===== src/rtl/rtc_periodic_divider.sv =====
module rtc_periodic_divider #(
  parameter int          CNT_W      = 15,
  parameter logic [3:0]  RESET_RATE = 4'd6,
  parameter logic [2:0]  BASE_SEL   = 3'b010
) (
  input  logic       clk,
  input  logic       rst_n,
  input  logic       wr_en,
  input  logic [7:0] wr_data,
  input  logic       ref_tick,
  output logic       tick_out
);

  localparam logic [CNT_W-1:0] ONE = {{(CNT_W-1){1'b0}}, 1'b1};

  logic [3:0]       rate_q;
  logic [2:0]       div_q;
  logic [CNT_W-1:0] cnt_q;
  logic [CNT_W-1:0] mask;

  wire run = (div_q == BASE_SEL);

  always_comb begin
    if (rate_q == 4'd0) mask = '0;
    else                mask = (ONE << (rate_q - 4'd1)) - ONE;
  end

  wire hit = run && (rate_q != 4'd0) && ref_tick && !wr_en && ((cnt_q & mask) == mask);

  always_ff @(posedge clk) begin
    if (!rst_n) begin
      rate_q   <= RESET_RATE;
      div_q    <= BASE_SEL;
      cnt_q    <= '0;
      tick_out <= 1'b0;
    end else begin
      tick_out <= hit;
      if (wr_en) begin
        rate_q <= wr_data[3:0];
        div_q  <= wr_data[6:4];
        cnt_q  <= '0;
      end else if (!run) begin
        cnt_q  <= '0;
      end else if (ref_tick) begin
        cnt_q  <= cnt_q + ONE;
      end
    end
  end

endmodule


===== config.mk =====
export PLATFORM = sky130hd
export DESIGN_NAME = rtc_periodic_divider
export DESIGN_NICKNAME = d
export VERILOG_FILES = /design/src/rtl/rtc_periodic_divider.sv
export SDC_FILE = /design/constraint.sdc
export NUM_CORES = 1
export LEC_CHECK = 0
export BUFFER_PORTS_ARGS = -buffer_cell sky130_fd_sc_hd__buf_4
export CORE_MARGIN = 1.5
export CORE_UTILIZATION = 58
export CTS_CLUSTER_SIZE = 28
export DETAILED_ROUTE_END_ITERATION = 12
export GPL_ROUTABILITY_DRIVEN = 0
export PLACE_DENSITY_LB_ADDON = 0.12
export SYNTH_ARGS = -nofsm -noshare
export SYNTH_HDL_FRONTEND = slang
export SYNTH_SLANG_ARGS = --single-unit

===== constraint.sdc =====
create_clock -name clk -period 4.2 [get_ports clk]
set_input_delay 0.21 -clock clk [delete_from_list [all_inputs] [get_ports clk]]
set_output_delay 0.21 -clock clk [all_outputs]
set_load 0.01 [all_outputs]

Yosys cells after proc, flatten, opt, wreduce, memory -nomap -nowiden
Cells that the tools add are included.
{"block": "classes", "div_mod_pow": 0, "n_mul": 0, "muxes": 1, "n_lt_le_gt_ge": 0, "n_shift": 1, "bitwise_logic": 3, "n_reduce_logical": 8, "eq_ne": 2, "add_sub_neg": 3}
{"cell": "adder 15 x 1 -> 15 bit (second input constant)", "n": 1}
{"cell": "AND 15 bit", "n": 1}
{"cell": "equality test 15 bit", "n": 1}
{"cell": "two-way mux 15 bit", "n": 1}
{"cell": "<< shifter 1 x 4 -> 15 bit (first input constant)", "n": 1}
{"cell": "subtractor 15 x 1 -> 15 bit (second input constant)", "n": 1}
{"cell": "logical AND 1 bit", "n": 4}
{"cell": "zero test 4 bit", "n": 1}
{"cell": "nonzero test 4 bit", "n": 1}
{"cell": "subtractor 4 x 1 -> 4 bit (second input constant)", "n": 1}
{"cell": "equality test 3 x 2 -> 1 bit (second input constant)", "n": 1}
{"cell": "OR reduction 3 bit", "n": 1}
{"cell": "NOT 1 bit", "n": 2}
{"cell": "zero test 1 bit", "n": 1}
{"block": "word_totals", "latchBits": 0, "memories": 0, "rom_bits": 0, "out_inout_bits": 1, "input_bits": 12, "mem_bits_rw": 0, "elab_cells": 22, "regBits": 23}

Logic depth before layout (Yosys ltp)
{"block": "depth", "word_depth": 7, "depth_mapped": 10, "ltp_nobuf": 8}

Worst setup path before layout
Ideal clock, no wire load.
{"block": "synth_timing", "path_type": "reg-to-reg", "from": "reg rate_q[3]", "to": "reg tick_out", "t_arrival_ns": 1.984, "slack_ns": 2.087, "period_less_slack_ns": 2.113, "n_path_buf": 2, "path_stages_with_launch": 11, "t_required_ns": 4.071, "setup_ns": 0.129, "path_cell_list": "dfxtp_1 -> buf_2 -> nor2_1 -> nand3b_1 -> ha_1 -> clkbuf_1 -> or3b_1 -> a211o_1 -> o21ai_0 -> a221oi_1 -> nor4b_2"}
{"block": "synth_via", "elab_chain_cells": 7, "word_cells_on_any_way": 12, "cone_classes": "2 x add/sub; 1 x eq/ne; 1 x shift; 1 x mux; 1 x bitwise; 6 x reduce/logical"}
{"element": "from (decl)", "line_no": "16", "text": "logic [3:0] rate_q;"}
{"element": "from (signal assigned)", "line_no": "39", "text": "rate_q <= wr_data[3:0];"}
{"element": "subtractor 4 x 1 -> 4 bit", "line_no": "25", "text": "else mask = (ONE << (rate_q - 4'd1)) - ONE;"}
{"element": "<< shifter 1 x 4 -> 15 bit", "line_no": "25"}
{"element": "subtractor 15 x 1 -> 15 bit", "line_no": "25"}
{"element": "two-way mux 15 bit", "line_no": "24", "text": "if (rate_q == 4'd0) mask = '0;"}
{"element": "AND 15 bit", "line_no": "28", "text": "wire hit = run && (rate_q != 4'd0) && ref_tick && !wr_en && ((cnt_q & mask) == mask);"}
{"element": "equality test 15 bit", "line_no": "28"}
{"element": "logical AND 1 bit *", "line_no": "28"}
{"element": "to (signal assigned)", "line_no": "37", "text": "tick_out <= hit;"}
{"element": "to (decl)", "line_no": "11", "text": "output logic tick_out"}
Every way passes the cells marked *; elsewhere a longest branch is shown, timed or not.
A chain may end at the register's enable or synchronous reset.

Worst setup path in the final report
Same ends and word-level chain as after synthesis.

==> reports/qor.yml <==
outcome:
  status: "finished clean"
hold_path:
  min_path_cells: 3
  whs_endpoint: "rate_q[1]$_SDFFE_PN1P_"
  min_from: "wr_data[1]"
  hp-class: "in2reg"
critical_path:
  arrival_ns: 2.56
  cp-end-kind: "register"
  cp_slowest_stage_delay_ns: 0.51
  critPathSlowestCell: "dfxtp_1"
  timing.critical_path.buf_inv: 0
  cp-start-kind: "register"
  r2r_slack_ns: 1.84
  path_max_fanout: 18
  reg2reg_to: "tick_out$_SDFF_PN0_"
  r2r_start: "rate_q[3]$_SDFFE_PN0P_"
  r2r.worst_path.cells: 8
  critPathKind: "reg2reg"
  cp_cell_sequence: "nor2_1 -> nand3b_1 -> ha_1 -> or3b_1 -> a211o_1 -> o21ai_0 -> a221oi_1 -> nor4b_2"
  required_ns: 4.40
  cp_top_family: "simple AND/OR/NAND/NOR gates"
clock_tree:
  cts_tree: "built"
  clk-insertion-delay-late_ns: 0.31
  htreeDepth: 1
  cts_buffer_depth: 2
  clock_sinks: 23
  ctsResizeCount: 0
  cts_root_buf: "clkbuf_4"
  ctsHoldBuffers: 0
  cts_buffers: 3
  path_clk_slew_ns: 0.12
  postCtsSetupRepairBufs: 0
global_route:
  grt_pass1_vias: 965
  met1_usage: 0.332
  antenna_found_initial: 0
  overflow: 0
  grt_pass1_wl_um: 4350
  gr-usage-met3: 0.0364
  grt_start_max_net_pins: 19
  track_usage: 0.222
  use_met2: 0.333
  grt-busiest-layer: "met2"
power_and_ir_drop:
  ir_worst_vdd_mv: 0.242
  power_density_nw_per_um2: 275
  p_leak_uw: 0.000504
synth:
  yosysTopAreaCell: "dfxtp_1"
  synth_area_leaders: "dfxtp_1 36%, mux2i_1 6.3%, nor2_1 6.2%"
  syn_avg_cell_area_um2: 8.60
  synth_edf_count: 0
  synth.cells.most_frequent: "23 x dfxtp_1, 21 x nor2_1, 13 x nand2_1"
  synth_top_area_frac: 0.359
  yosys_warnings: 0
  synth_fp_nets: 163
  synth-seq-cells: 23
  syn_area_um2: 1280
  synthFlopType: "dfxtp_1"
  synthCells: 149
  synth.most_common_cell: "dfxtp_1"
  async_flop_share: 0
  synth.distinct_cells: 43
  ys_seq_area_frac: 0.359
finish:
  nets: 170
  layout-drive-gt1-share: 0.123
  diodes: 0
  syn_to_final_growth_pct: 7.42
  final_area_um2: 1380
sta:
  hold_slack_ns: 0.113
  setup-violations-final: 0
  fin_crit_ns: 2.36
  tightest_slew_ns: 0.572
  slew_headroom: 0.618
  setup_ws_ns: 1.84
  rsz0062_at_grt: "false"
  drv_slew: 0
  max_freq_mhz: 423
  hold_viol: 0
  final.setup_skew_ns: 0.00491
  period_share: 0.562
  setup_tns_ns: 0
floorplan:
  io_pins: 13
  initial_utilization: 0.634
  rows: 16
  die_w_um: 50
  dieArea_um2: 2500
  die_h_um: 50
  coreArea_um2: 2020
route:
  drc_errors: 0
  drt-total-wl_um: 2390
  drt_iter0_drc: 28
  vias: 1054
  wl_per_cell_um: 13.2
  postRouteAntennaNets: 0
  drt_first_pass_iters: 4
  vias_per_cell: 5.79
placed_design:
  portBuffers: 11
  pre_cts_ws_ns: 1.88
  post-dp-hpwl_um: 1730
  place_area_um2: 1350
flow_run:
  maxCapViolCount: 0
tightest hold or removal path: stages:
cell and delay [ns]:
buf_4 0.08, mux2i_1 0.05, nand2_1 0.06
metrics by stage:
stage,std cells,power (µW),utilization
floorplan,149,271,-
global placement,178,281,0.668
detailed placement,178,283,0.668
CTS,182,382,0.681
global route,182,399,0.681
finish,182,379,0.681
state kept, by name (all words and copies together) (netlist names):
signal,cells
rate_q,4
cnt_q,15
tick_out,1
div_q,3
power by group:
group          internal [µW]  total (µW)  leakage, µW  switching (µW)
logic                   24.2        45.2     0.000302            21.0
clock network           37.0         101    0.0000150            63.5
registers                223         233     0.000187            10.4
routing by layer:
metal | wire, µm | up-vias
met1 | 1260 | 507
met5 | 0 | -
met2 | 1070 | 10
li1 | - | 535
met3 | 43 | 2
met4 | 17 | 0
area by class of cell:
cell class | instances | area, µm²
inverter | 4 | 15.0
timing repair buffer | 11 | 82.6
multi-input combinational | 113 | 758
fill | 190 | 646
sequential | 23 | 460
tap | 27 | 33.8
clock buffer | 4 | 26.3
cell families (layout without fill, tap and decap cells):
family / after synthesis / in the layout / share of synthesized area
XOR/XNOR: 14 / 14 / 0.0957
AO/OA/AOI/OAI: 26 / 26 / 0.139
buffers and inverters: 13 / 19 / 0.0488
flip-flops: 23 / 23 / 0.359
AND/OR/NAND/NOR: 61 / 61 / 0.259
multiplexers: 9 / 9 / 0.0713
adder cells (fa/ha/maj): 3 / 3 / 0.0273
worst max-delay path by stage:
| stage | startpoint | end | slack, ns | cells after the start |
|---|---|---|---|---|
| after global placement | rate_q[3]$_SDFFE_PN0P_ | tick_out$_SDFF_PN0_ | 1.90 | 8 |
| after global routing | rate_q[3]$_SDFFE_PN0P_ | tick_out$_SDFF_PN0_ | 1.69 | 8 |
| after CTS | rate_q[3]$_SDFFE_PN0P_ | tick_out$_SDFF_PN0_ | 1.86 | 8 |
| after floorplan | rate_q[3]$_SDFFE_PN0P_ | tick_out$_SDFF_PN0_ | 2.09 | 10 |
| after detailed placement | rate_q[3]$_SDFFE_PN0P_ | tick_out$_SDFF_PN0_ | 1.88 | 8 |
| final | rate_q[3]$_SDFFE_PN0P_ | tick_out$_SDFF_PN0_ | 1.84 | 8 |
placed cells by master, fill, tap and decap left out, types with 2 or more instances in the layout:
cell type,netlist,final
nand3_1,2,2
inv_1,4,4
clkbuf_4,0,3
dfxtp_1,23,23
xor2_1,8,8
nor2b_1,4,4
nor3_1,2,2
ha_1,2,2
a21boi_0,2,2
xnor2_1,6,6
a21oi_1,4,4
buf_4,0,11
a221oi_1,2,2
nand2b_1,2,2
nand3b_1,2,2
mux2i_1,8,8
nand2_1,13,13
nor2_1,21,21
o32a_1,2,2
o21ai_0,8,8
and3_1,3,3
nand4_1,4,4
(Power assumes the default switching activity.)
